### src/rtl/chan_ctl_pkg.sv
// Shared constants for the channel control register bank.
// Assumes byte offsets fit in 12 bits; the top casts them to its address width.
package chan_ctl_pkg;
    localparam logic [11:0] OFS_CTRL    = 12'h018;  // enable (and compact suspend) word
    localparam logic [11:0] OFS_SUSP    = 12'h020;  // wide-layout suspend word
    localparam logic [11:0] OFS_STAT    = 12'h024;  // halted status word
    localparam int          COMPACT_MAX = 8;        // largest count using one word
    localparam int          MAX_CH      = 16;
    localparam int          REG_W       = 32;
endpackage

### src/rtl/chan_ctl_wdec.sv
// Write decoder: turns a register write into per-channel value/write-enable
// pairs for enable and suspend. Layout chosen at elaboration by NUM_CH.
// Assumes 1 <= NUM_CH <= 16 and a single-cycle write strobe.
module chan_ctl_wdec
    import chan_ctl_pkg::*;
#(
    parameter int NUM_CH = 8,
    parameter int ADDR_W = 12
) (
    input  logic              wr,
    input  logic [ADDR_W-1:0] addr,
    input  logic [REG_W-1:0]  wdata,
    output logic [NUM_CH-1:0] en_we,
    output logic [NUM_CH-1:0] en_wd,
    output logic [NUM_CH-1:0] su_we,
    output logic [NUM_CH-1:0] su_wd
);
    localparam bit COMPACT  = (NUM_CH <= COMPACT_MAX);
    localparam int LANE     = COMPACT ? 8 : 16;
    localparam int EN_WE_SH = LANE;
    localparam int SU_SH    = COMPACT ? 2 * LANE : 0;
    localparam int SU_WE_SH = COMPACT ? 3 * LANE : LANE;

    logic ctrl_hit;
    logic susp_hit;
    logic su_hit;
    logic unused_wdata;

    // Address match for the two writable words.
    assign ctrl_hit = wr && (addr == ADDR_W'(OFS_CTRL));
    assign susp_hit = wr && (addr == ADDR_W'(OFS_SUSP));
    // Suspend lives in the control word when compact, in its own word otherwise.
    assign su_hit   = COMPACT ? ctrl_hit : susp_hit;
    assign unused_wdata = ^wdata;

    // Per-channel field extraction.
    for (genvar i = 0; i < NUM_CH; i++) begin : g_lane
        assign en_wd[i] = wdata[i];
        assign en_we[i] = ctrl_hit & wdata[EN_WE_SH + i];
        assign su_wd[i] = wdata[SU_SH + i];
        assign su_we[i] = su_hit & wdata[SU_WE_SH + i];
    end
endmodule

### src/rtl/chan_ctl_cell.sv
// One channel's state: enable bit, suspend bit and sticky halted flag.
// Assumes write-enables arrive already qualified by the address decode.
module chan_ctl_cell (
    input  logic clk,
    input  logic rst_n,
    input  logic en_we,
    input  logic en_wd,
    input  logic su_we,
    input  logic su_wd,
    input  logic susp_ack,
    output logic en_q,
    output logic su_q,
    output logic sd_q
);
    logic en_d;
    logic su_d;
    logic sd_d;

    // Next state: gated writes, suspend forced low without enable, sticky halt.
    always_comb begin
        en_d = en_we ? en_wd : en_q;
        su_d = en_d & (su_we ? su_wd : su_q);
        sd_d = su_d & (sd_q | (susp_ack & su_q));
    end

    // State registers with synchronous active-low reset.
    always_ff @(posedge clk) begin
        if (!rst_n) begin
            en_q <= 1'b0;
            su_q <= 1'b0;
            sd_q <= 1'b0;
        end else begin
            en_q <= en_d;
            su_q <= su_d;
            sd_q <= sd_d;
        end
    end

    AST_EN_HOLD: assert property (@(posedge clk) disable iff (!rst_n)
        !en_we |=> en_q == $past(en_q));
    AST_EN_LOAD: assert property (@(posedge clk) disable iff (!rst_n)
        en_we |=> en_q == $past(en_wd));
    AST_SUSP_NEEDS_EN: assert property (@(posedge clk) disable iff (!rst_n)
        su_q |-> en_q);
    AST_HALT_SET: assert property (@(posedge clk) disable iff (!rst_n)
        (susp_ack && su_q && !(su_we && !su_wd) && !(en_we && !en_wd)) |=> sd_q);
    AST_HALT_NO_SPONT: assert property (@(posedge clk) disable iff (!rst_n)
        (!sd_q && !(susp_ack && su_q)) |=> !sd_q);
    AST_HALT_NEEDS_SUSP: assert property (@(posedge clk) disable iff (!rst_n)
        sd_q |-> su_q);
endmodule

### src/rtl/chan_ctl_rmux.sv
// Read multiplexer: builds the 32-bit read word for the addressed offset.
// Write-enable positions and reserved channel bits are driven 0.
// Assumes 1 <= NUM_CH <= 16.
module chan_ctl_rmux
    import chan_ctl_pkg::*;
#(
    parameter int NUM_CH = 8,
    parameter int ADDR_W = 12
) (
    input  logic [ADDR_W-1:0] addr,
    input  logic [NUM_CH-1:0] en,
    input  logic [NUM_CH-1:0] su,
    input  logic [NUM_CH-1:0] sd,
    output logic [REG_W-1:0]  rdata
);
    if (NUM_CH <= COMPACT_MAX) begin : g_compact
        // Compact read: enable and suspend share the control word.
        always_comb begin
            rdata = '0;
            if (addr == ADDR_W'(OFS_CTRL)) begin
                rdata[NUM_CH-1:0]  = en;
                rdata[16 +: NUM_CH] = su;
            end else if (addr == ADDR_W'(OFS_STAT)) begin
                rdata[NUM_CH-1:0] = sd;
            end
        end
    end else begin : g_wide
        // Wide read: separate enable and suspend words.
        always_comb begin
            rdata = '0;
            if (addr == ADDR_W'(OFS_CTRL)) begin
                rdata[NUM_CH-1:0] = en;
            end else if (addr == ADDR_W'(OFS_SUSP)) begin
                rdata[NUM_CH-1:0] = su;
            end else if (addr == ADDR_W'(OFS_STAT)) begin
                rdata[NUM_CH-1:0] = sd;
            end
        end
    end
endmodule

### src/rtl/dma_chan_ctl_regs.sv
// Channel enable/suspend register bank with per-bit write-enables and a
// sticky halted status per channel. Layout fixed by NUM_CH (1..16).
// Assumes the register port is single-cycle: writes land at the sampling edge,
// reads are combinational from reg_addr.
module dma_chan_ctl_regs
    import chan_ctl_pkg::*;
#(
    parameter int NUM_CH = 8,
    parameter int ADDR_W = 12
) (
    input  logic              clk,
    input  logic              rst_n,
    input  logic              reg_wr,
    input  logic [ADDR_W-1:0] reg_addr,
    input  logic [REG_W-1:0]  reg_wdata,
    output logic [REG_W-1:0]  reg_rdata,
    input  logic [NUM_CH-1:0] susp_ack,
    output logic [NUM_CH-1:0] chan_en,
    output logic [NUM_CH-1:0] chan_susp,
    output logic [NUM_CH-1:0] chan_halted
);
    localparam bit          COMPACT = (NUM_CH <= COMPACT_MAX);
    localparam logic [31:0] WE_MASK = COMPACT ? 32'hFF00_FF00 : 32'hFFFF_0000;

    logic [NUM_CH-1:0] en_we;
    logic [NUM_CH-1:0] en_wd;
    logic [NUM_CH-1:0] su_we;
    logic [NUM_CH-1:0] su_wd;

    // Decode register writes into per-channel pairs.
    chan_ctl_wdec #(.NUM_CH(NUM_CH), .ADDR_W(ADDR_W)) i_wdec (
        .wr    (reg_wr),
        .addr  (reg_addr),
        .wdata (reg_wdata),
        .en_we (en_we),
        .en_wd (en_wd),
        .su_we (su_we),
        .su_wd (su_wd)
    );

    // One state cell per configured channel.
    for (genvar i = 0; i < NUM_CH; i++) begin : g_ch
        chan_ctl_cell i_cell (
            .clk      (clk),
            .rst_n    (rst_n),
            .en_we    (en_we[i]),
            .en_wd    (en_wd[i]),
            .su_we    (su_we[i]),
            .su_wd    (su_wd[i]),
            .susp_ack (susp_ack[i]),
            .en_q     (chan_en[i]),
            .su_q     (chan_susp[i]),
            .sd_q     (chan_halted[i])
        );
    end

    // Read path.
    chan_ctl_rmux #(.NUM_CH(NUM_CH), .ADDR_W(ADDR_W)) i_rmux (
        .addr  (reg_addr),
        .en    (chan_en),
        .su    (chan_susp),
        .sd    (chan_halted),
        .rdata (reg_rdata)
    );

    AST_WE_READ_ZERO: assert property (@(posedge clk) disable iff (!rst_n)
        (reg_addr == ADDR_W'(OFS_CTRL)) |-> ((reg_rdata & WE_MASK) == 32'h0));
    AST_STAT_RSV_ZERO: assert property (@(posedge clk) disable iff (!rst_n)
        (reg_addr == ADDR_W'(OFS_STAT)) |-> (reg_rdata[31:16] == 16'h0));
    AST_COMPACT_NO_SUSP_WORD: assert property (@(posedge clk) disable iff (!rst_n)
        (COMPACT && reg_addr == ADDR_W'(OFS_SUSP)) |-> (reg_rdata == 32'h0));
    AST_HALT_READ: assert property (@(posedge clk) disable iff (!rst_n)
        (reg_addr == ADDR_W'(OFS_STAT)) |-> (reg_rdata[NUM_CH-1:0] == chan_halted));
endmodule

### config.mk
export PLATFORM = sky130hd
export DESIGN_NAME = dma_chan_ctl_regs
export DESIGN_NICKNAME = d
export VERILOG_FILES = /design/src/rtl/chan_ctl_pkg.sv /design/src/rtl/chan_ctl_wdec.sv /design/src/rtl/chan_ctl_cell.sv /design/src/rtl/chan_ctl_rmux.sv /design/src/rtl/dma_chan_ctl_regs.sv
export SDC_FILE = /design/constraint.sdc
export NUM_CORES = 1
export LEC_CHECK = 0
export ABC_AREA = 1
export CAP_MARGIN = 25
export CORE_ASPECT_RATIO = 0.6
export CORE_UTILIZATION = 38
export DETAILED_ROUTE_END_ITERATION = 12
export MAX_ROUTING_LAYER = met4
export PLACE_DENSITY = 0.85
export SLEW_MARGIN = 25
export SYNTH_ARGS = -nofsm -noshare
export SYNTH_HDL_FRONTEND = slang
export SYNTH_HIERARCHICAL = 1
export SYNTH_SLANG_ARGS = --single-unit
### constraint.sdc
create_clock -name clk -period 1.5 [get_ports clk]
set_input_delay 0.225 -clock clk [delete_from_list [all_inputs] [get_ports clk]]
set_output_delay 0.225 -clock clk [all_outputs]
set_load 0.005 [all_outputs]
==> run_results.csv, run 1 <==
group,metric,value,unit
outcome,status,"finished clean",
detailed_routing,totalWireLength,5299,microns
synth,ys_ff_latch,24,
cts,cts_buffers,3,
worst_hold_path,min_to,"g_ch[7].i_cell/en_q",
power_and_ir_drop,power,1.322,mW
cts,cts_tree,"done",
power_and_ir_drop,pwr-share-comb,0.195,
synth,synthTopCellsByCount,"59 x inv_1, 46 x nand2_1, 33 x buf_4",
power_and_ir_drop,seqPwrFrac,0.481,
grt,grt_max_degree,17,
cts,path_clk_slew,80,ps
power_and_ir_drop,power_leakage,1.381,nW
cts,root_buffer,"clkbuf_8",
synth,ys_warn_count,6,
synth,synth.avg_cell_area,6.603,sq um
power_and_ir_drop,switching_share,0.2220,
grt,antenna_found_initial,0,
placement,dpl_cell_area,0.002760,sq mm
critical_path,r2r_setup_slack,720,ps
placement,dp_hpwl,3910,microns
final_layout,drive_gt1_frac,0.3534,
cts,worstSkewPairLatency,260,ps
cts,cts.sinks,24,
final_layout,n_antenna_cell,0,
synth,synth.distinct_cells,18,
detailed_routing,ant_nets,0,
final_layout,fill_cells,422,
sta,fmax,0.6836,GHz
floorplan,die_height,55.84,microns
power_and_ir_drop,p_clk_frac,0.324,
floorplan,die_w,91.73,microns
critical_path,r2r-start,"g_ch[7].i_cell/su_q",
sta,hold_violations,0,
synth,synth_top_cell_area_share,0.2618,
final_layout,fin_area,0.003037,sq mm
critical_path,critPathRequiredTime,1270,ps
detailed_routing,vias,1931,
critical_path,r2r_cells,4,
power_and_ir_drop,power_density,435.4,mW/mm^2
detailed_routing,drt_iter0_markers,56,
floorplan,core-area,0.004612,sq mm
grt,track_usage,0.2206,
sta,fin_crit_sh,0.9752,
placement,dpl_worst_slack,-772.2,ps
sta,finClkSkew,0.9763,ps
power_and_ir_drop,p_sw,0.2935,mW
floorplan,die_area,0.005121,sq mm
placement,portBuffers,94,
critical_path,r2r_end,"g_ch[7].i_cell/sd_q",
synth,async_flop_share,0,
grt,grt_pass1_wl,8721,microns
synth,synth_ff_type,"dfxtp_1",
critical_path,critPathKind,"input port to output pin",
floorplan,core.rowCount,19,
worst_hold_path,hold_path_class,"register to register",
worst_hold_path,hold_depth,2,
sta,final_max_slew_viol_count,0,
synth,seq_area_frac_synth,0.2618,
synth,syn_area,0.001836,sq mm
job,drv_cap,0,
critical_path,cp.arrival,1240,ps
detailed_routing,drc,0,
synth,synth_area_leaders,"dfxtp_1 26%, buf_4 13%, inv_1 12%, nand2_1 9.4%, nor2_2 8.5%",
sta,worst_slack,37.14,ps
cts,cts_max_path_buffers,2,
critical_path,cp_max_fo,4,
final_layout,nNetsFinal,438,
sta,setup_violations,0,
power_and_ir_drop,vdd_drop_max,0.3127,mV
floorplan,ioPinCount,111,
synth,synthMostInstantiatedCell,"inv_1",
detailed_routing,wl_per_cell,11.91,microns
final_layout,area_growth,65.44,%
sta,fin_crit,1463,ps
placement,routabilityCongestion,0.8185,
cts,h-tree-depth,1,
worst_hold_path,worstHoldStart,"g_ch[7].i_cell/en_q",
critical_path,end_kind,"output pin",
floorplan,start_util,0.3980,
grt,grt_pass1_vias,1883,
synth,synthCells,278,
synth,synth_area_leader_cell,"dfxtp_1",
power_and_ir_drop,internal-power,1.029,mW
grt,grt-ovfl-total,0,
critical_path,start_kind,"input port",
synth,synth_edf_count,0,
detailed_routing,viasPerCell,4.339,
detailed_routing,dr.pass1.iters,4,
sta,finalHoldWorstSlack,518.3,ps
-- flip-flops by register name, summed over array words and instances, names as in the netlist --
register,count
g_ch.i_cell/su_q,8
g_ch.i_cell/en_q,8
g_ch.i_cell/sd_q,8
-- worst max-delay path, stage by stage --
cell and delay (ps):
buf_6 100, nor2_4 90, nand2_2 60, nor2_4 240, buf_6 150, buf_6 110, nand3_2 50, nand2_1 80
buf_2 120
-- per-stage QoR --
step,util,std cells,setup TNS [ps]
4_1_cts,0.6408,448,-20.56
6_report,0.6584,445,0
3_3_place_gp,0.5985,427,-19110
5_1_grt,0.6584,445,-119.0
3_5_place_dp,0.5985,427,-20150
2_1_floorplan,-,293,0
-- cells by family after synthesis --
group / share of synthesized area
and+or+nand+nor: 0.3981
AOI/OAI and AO/OA: 0.07635
buffers and inverters: 0.2618
other: 0.002043
DFF: 0.2618
-- cell usage in the layout, fill, tap and decap left out --
cell	count
a21boi_2	5
nor2_4	7
nand3_1	9
buf_2	17
conb_1	16
nand2_8	1
a21boi_1	3
nand2_1	43
nand2_2	19
inv_1	58
nor3_4	1
nand3_2	16
buf_12	2
clkdlybuf4s15_2	1
nor2_2	26
nand2_4	1
nor3_2	1
dfxtp_1	24
clkdlybuf4s50_1	66
clkbuf_8	4
or2_0	1
clkinvlp_4	1
buf_6	27
buf_4	6
a21oi_1	16
nor2_1	11
-- layout make-up --
cell class	count	area [sq um]	share of cell area
Clock buffer	4	55.05	0.01813
Inverter	59	225.2	0.07417
Multi-Input combinational cell	176	1051	0.3461
Sequential cell	24	480.5	0.1582
Tap cell	63	78.83	0.02596
Timing Repair Buffer	119	1146	0.3774
-- power by group through the flow --
stage / Combinational (mW) / Sequential [mW] / Clock, mW
global route: 0.280 / 0.637 / 0.478
detailed placement: 0.223 / 0.651 / 0
CTS: 0.236 / 0.636 / 0.442
floorplan: 0.104 / 0.651 / 0
finish: 0.258 / 0.636 / 0.428
global placement: 0.222 / 0.651 / 0
-- what timing repair did --
action,4_1_cts,5_1_grt
setup endpoints to repair,38,32
resized for setup,146,38
gates cloned,1,0
hold buffers,0,0
setup buffers,16,0
pin swaps,24,15
-- layer usage --
metal | wire length [microns] | vias up | track usage
met5 | 0 | - | -
met2 | 2464 | 79 | 0.3641
li1 | - | 990 | -
met4 | 4 | 0 | 0.01786
met1 | 2387 | 860 | 0.2924
met3 | 443 | 2 | 0.04645
-- worst max-delay path by stage --
stage                             from             endpoint
after floorplan            reg_addr[1]  g_ch[3].i_cell/sd_q
after global placement     reg_addr[2]         reg_rdata[5]
after detailed placement   reg_addr[2]         reg_rdata[0]
after CTS                  reg_addr[8]         reg_rdata[0]
after global routing      reg_addr[11]         reg_rdata[0]
final                     reg_addr[11]         reg_rdata[0]
Note: power is estimated with default switching activity, not from simulation.
==> run 2: changes to the inputs <==
Settings changed: GPL_TIMING_DRIVEN from default to 0.
==> run_results.csv, run 2 (synthesis gave the netlist of run 1 again) <==
group,metric,value,unit
outcome,status,"finished clean",
placement,dp_hpwl,3927,microns
critical_path,path_cells,"buf_2 -> nand2_2 -> nor3_4 -> nand2_8 -> buf_6 -> nor2_2 -> buf_2",
detailed_routing,drc,0,
grt,grt_max_degree,17,
sta,finalHoldWorstSlack,253.6,ps
job,drv_cap,0,
final_layout,nNetsFinal,443,
placement,dpl_cell_area,0.002751,sq mm
detailed_routing,vias,1875,
detailed_routing,dr.pass1.iters,4,
critical_path,critPathKind,"input port to output pin",
floorplan,ioPinCount,111,
critical_path,worst_path_max_delay_cell,"nor3_4",
power_and_ir_drop,power_density,483.7,mW/mm^2
power_and_ir_drop,power_leakage,1.443,nW
cts,root_buffer,"clkbuf_8",
final_layout,drive_gt1_frac,0.3824,
worst_hold_path,hold_path_class,"input port to register",
power_and_ir_drop,pwr-share-comb,0.168,
final_layout,n_antenna_cell,0,
grt,grt_pass1_wl,8259,microns
critical_path,r2r_setup_slack,720,ps
final_layout,regArea,480.5,sq um
critical_path,worst-path-buf-inv,3,
detailed_routing,wl_per_cell,11.53,microns
critical_path,crit_family,"simple AND/OR/NAND/NOR gates",
power_and_ir_drop,switching_share,0.2073,
sta,fin_crit_sh,0.9600,
cts,cts.sinks,24,
sta,setup_violations,0,
final_layout,multi_input_area,0.001028,sq mm
critical_path,start_kind,"input port",
floorplan,core-area,0.004612,sq mm
critical_path,cp_max_fo,5,
power_and_ir_drop,p_clk_frac,0.388,
sta,final_max_slew_viol_count,0,
final_layout,fin_area,0.002968,sq mm
floorplan,die_height,55.84,microns
floorplan,die_area,0.005121,sq mm
sta,fin_crit,1440,ps
detailed_routing,drt_iter0_markers,24,
final_layout,top_regs,"g_ch.i_cell/en_q: 8 flops, g_ch.i_cell/sd_q: 8 flops, g_ch.i_cell/su_q: 8 flops",
power_and_ir_drop,p_sw,0.2976,mW
detailed_routing,totalWireLength,5188,microns
sta,relSlewSlack,0.4440,
sta,setup_tns,0,ps
power_and_ir_drop,vdd_drop_max,0.3217,mV
cts,path_clk_slew,90,ps
sta,hold_violations,0,
sta,worst_pin_slew,831.3,ps
sta,fmax,0.6944,GHz
sta,finClkSkew,4.429,ps
critical_path,slowest_delay,280,ps
final_layout,mostFrequentLayoutCells,"59 x inv_1, 49 x clkdlybuf4s50_1, 42 x nand2_1",
placement,routabilityCongestion,0.7802,
final_layout,finalCoreUtilization,0.6435,
grt,track_usage,0.2090,
placement,portBuffers,78,
cts,cts_tree,"done",
final_layout,area_growth,61.69,%
detailed_routing,viasPerCell,4.167,
grt,grt-ovfl-total,0,
critical_path,end_kind,"output pin",
grt,antenna_found_initial,0,
final_layout,mostFrequentLayoutCell,"inv_1",
critical_path,path_common_cell,"buf_2",
critical_path,cp.arrival,1210,ps
floorplan,core.rowCount,19,
floorplan,die_w,91.73,microns
cts,h-tree-depth,1,
detailed_routing,ant_nets,0,
critical_path,critPathRequiredTime,1270,ps
power_and_ir_drop,seqPwrFrac,0.443,
cts,worstSkewPairLatency,260,ps
power_and_ir_drop,internal-power,1.138,mW
cts,cts_max_path_buffers,2,
power_and_ir_drop,power,1.435,mW
final_layout,fill_cells,443,
cts,cts_buffers,3,
floorplan,start_util,0.3980,
sta,rsz0062_at_grt,"no",
grt,grt_pass1_vias,1790,
-- run 2: worst paths after layout --
check             cells after the start                   to                 from
hold / removal                        3  g_ch[5].i_cell/en_q         reg_wdata[5]
setup / recovery                      7        reg_rdata[17]          reg_addr[3]
setup reg to reg                      4  g_ch[1].i_cell/sd_q  g_ch[1].i_cell/su_q
hold reg to reg                       2  g_ch[6].i_cell/en_q  g_ch[6].i_cell/en_q
-- run 2: cell type report --
| cell class | count | area share |
|---|---|---|
| multi-input combinational | 176 | 0.3465 |
| timing repair buffer | 91 | 0.2787 |
| clock buffer | 3 | 0.01391 |
| buffer | 33 | 0.08769 |
| clock inverter | 1 | 0.01012 |
| inverter | 59 | 0.07462 |
| tap | 63 | 0.02656 |
| sequential | 24 | 0.1619 |
-- run 2: stage by stage --
step / cells / setup WS [ps]
after floorplan: 293 / 249.5
after global placement: 434 / -841.0
final: 450 / 60.00
after detailed placement: 434 / -873.6
after CTS: 451 / 0.2440
after global routing: 450 / 5.039
-- run 2: worst min-delay path, cell delays in order --
cell and delay, ps:
buf_4 110, nand2_1 80, a21oi_1 70
-- run 2: repair_timing --
action                                  CTS  global route
endpoints found under the setup margin   35            32
cloned                                    1             1
pin swaps                                15            13
hold buffers                              0             0
setup buffers                            12             0
resized for setup                       104            31
-- run 2: power groups by stage --
stage,Combinational [mW],Sequential (mW),Clock [mW]
after global placement,0.227,0.651,0
after detailed placement,0.232,0.651,0
after floorplan,0.104,0.651,0
after CTS,0.232,0.636,0.572
final,0.242,0.636,0.557
after global routing,0.263,0.637,0.601
-- run 2: metal layers --
metal	global-route usage	up-vias	share of wire
met2	0.3512	64	0.46
met1	0.2726	807	0.47
met5	-	-	0
met3	0.04918	2	0.070
li1	-	1002	-
met4	0.006696	0	0.00077
==> run 3: changes to the inputs <==
--- a/config.mk
+++ b/config.mk
@@ -15,2 +15,3 @@
 export PLACE_DENSITY = 0.85
+export REMOVE_ABC_BUFFERS = 1
 export SLEW_MARGIN = 25
--- a/constraint.sdc
+++ b/constraint.sdc
@@ -3,2 +3,2 @@
 set_output_delay 0.225 -clock clk [all_outputs]
-set_load 0.005 [all_outputs]
+set_load 0.1 [all_outputs]
==> run_results.csv, run 3 (synthesis gave the netlist of run 1 again) <==
group,metric,value,unit
outcome,status,"finished clean",
detailed_routing,vias,1839,
critical_path,cp_max_fo,8,
critical_path,start_kind,"input port",
floorplan,die_w,91.73,microns
cts,hold_buffers,0,
worst_hold_path,min_to,"g_ch[3].i_cell/sd_q",
floorplan,ioPinCount,111,
floorplan,core-area,0.004612,sq mm
worst_hold_path,worstHoldStart,"g_ch[3].i_cell/sd_q",
detailed_routing,dr.pass1.iters,4,
final_layout,top_regs,"g_ch.i_cell/en_q: 8 flops, g_ch.i_cell/sd_q: 8 flops, g_ch.i_cell/su_q: 8 flops",
critical_path,critPathRequiredTime,1270,ps
critical_path,r2r_setup_slack,690,ps
critical_path,r2r_cells,4,
cts,cts.sinks,24,
grt,grt_pass1_wl,8004,microns
cts,h-tree-depth,1,
sta,fin_crit,1456,ps
sta,rsz0062_at_grt,"yes",
cts,cts_max_path_buffers,2,
final_layout,mostFrequentLayoutCell,"inv_1",
final_layout,multi_input_area,0.001075,sq mm
grt,grt-ovfl-total,0,
detailed_routing,ant_nets,0,
final_layout,fin_area,0.003151,sq mm
worst_hold_path,hold_depth,2,
final_layout,drive_gt1_frac,0.3723,
power_and_ir_drop,power_density,465.8,mW/mm^2
cts,cts_buffers,3,
sta,fmax,0.6870,GHz
detailed_routing,drt_iter0_markers,29,
sta,worst_slack,44.38,ps
power_and_ir_drop,vdd_drop_max,0.3574,mV
sta,setup_violations,0,
placement,routabilityCongestion,0.7331,
grt,antenna_found_initial,0,
cts,cts_tree,"done",
job,drv_cap,0,
grt,grt_max_degree,17,
floorplan,core.rowCount,19,
power_and_ir_drop,power,1.467,mW
final_layout,fill_cells,372,
cts,root_buffer,"clkbuf_8",
final_layout,regArea,481.7,sq um
sta,final_max_slew_viol_count,0,
grt,track_usage,0.2051,
sta,finClkSkew,0.7616,ps
detailed_routing,totalWireLength,5036,microns
placement,portBuffers,94,
final_layout,mostFrequentLayoutCells,"59 x inv_1, 42 x clkdlybuf4s50_1, 39 x nand2_1",
floorplan,die_area,0.005121,sq mm
cts,worstSkewPairLatency,260,ps
critical_path,end_kind,"output pin",
detailed_routing,drc,0,
final_layout,area_growth,71.64,%
detailed_routing,viasPerCell,4.267,
grt,grt_pass1_vias,1787,
sta,hold_violations,0,
sta,setup_tns,0,ps
power_and_ir_drop,power_leakage,1.367,nW
placement,dp_hpwl,3513,microns
floorplan,die_height,55.84,microns
critical_path,r2r-start,"g_ch[0].i_cell/su_q",
cts,path_clk_slew,80,ps
critical_path,critPathKind,"input port to output pin",
critical_path,r2r_end,"g_ch[0].i_cell/sd_q",
sta,fin_crit_sh,0.9704,
detailed_routing,wl_per_cell,11.68,microns
critical_path,cp.arrival,1230,ps
sta,worst_pin_slew,798.1,ps
floorplan,start_util,0.3980,
sta,relSlewSlack,0.4663,
placement,dpl_cell_area,0.002653,sq mm
worst_hold_path,hold_path_class,"register to register",
final_layout,n_antenna_cell,0,
placement,dpl_worst_slack,-1490,ps
sta,finalHoldWorstSlack,508.4,ps
final_layout,nNetsFinal,424,
[run 3: cell types whose count changed in the layout (fill, tap and decap cells not counted), moves of 5 or more]
| cell | change |
|---|---|
| clkdlybuf4s15_2 | +19 |
| buf_12 | +16 |
| buf_2 | -16 |
| nor2_2 | -17 |
| buf_4 | -30 |
| clkdlybuf4s50_1 | -7 |
| nor2_1 | +5 |
| nor2_4 | +12 |
[run 3: worst max-delay path, cell delays in order]
cell     delay, ps
buf_8          100
nor2_4          90
nand2_2         70
nor2_4         170
buf_12         130
nand2_8        110
nor2_4         150
buf_12         180
[run 3: layout make-up]
cell class	instances	share of cell area
multi-input combinational	177	0.3411
clock buffer	4	0.01747
timing repair buffer	104	0.3932
tap	63	0.02502
sequential	24	0.1529
inverter	59	0.07029
[run 3: report_power, final]
| group | leakage, nW | total, mW | switching [mW] | internal, mW |
|---|---|---|---|---|
| combinational | 1.14 | 0.404 | 0.258 | 0.146 |
| clock | 0.0288 | 0.427 | 0.193 | 0.234 |
| sequential | 0.194 | 0.636 | 0.0000119 | 0.636 |
[run 3: worst max-delay path by stage]
stage | startpoint | endpoint | slack (ps) | depth (start not counted)
after global routing | reg_wr | g_ch[6].i_cell/su_q | -30 | 11
after detailed placement | reg_addr[3] | reg_rdata[20] | -1490 | 6
after floorplan | g_ch[0].i_cell/su_q | reg_rdata[16] | -650 | 2
final | reg_addr[7] | reg_rdata[17] | 40 | 8
after CTS | reg_wr | g_ch[2].i_cell/sd_q | 0.3 | 9
after global placement | reg_addr[4] | reg_rdata[20] | -1480 | 6
[run 3: per-stage QoR]
stage               cells  utilization
global route          431       0.6831
CTS                   427       0.6538
finish                431       0.6831
floorplan             259            -
detailed placement    416       0.5751
global placement      416       0.5751
[run 3: per-layer routing]
layer	wire length [microns]	GRT usage
met5	0	-
met4	40	0.02232
met2	2441	0.3545
met1	2168	0.2388
met3	386	0.07240
[run 3: timing repair]
| action | 4_1_cts | 5_1_grt |
|---|---|---|
| pin swaps | 12 | 15 |
| cloned | 0 | 1 |
| setup endpoints to repair | 64 | 38 |
| gates resized for setup | 280 | 46 |
| setup buffers | 7 | 3 |
| hold endpoints to repair | 0 | 0 |
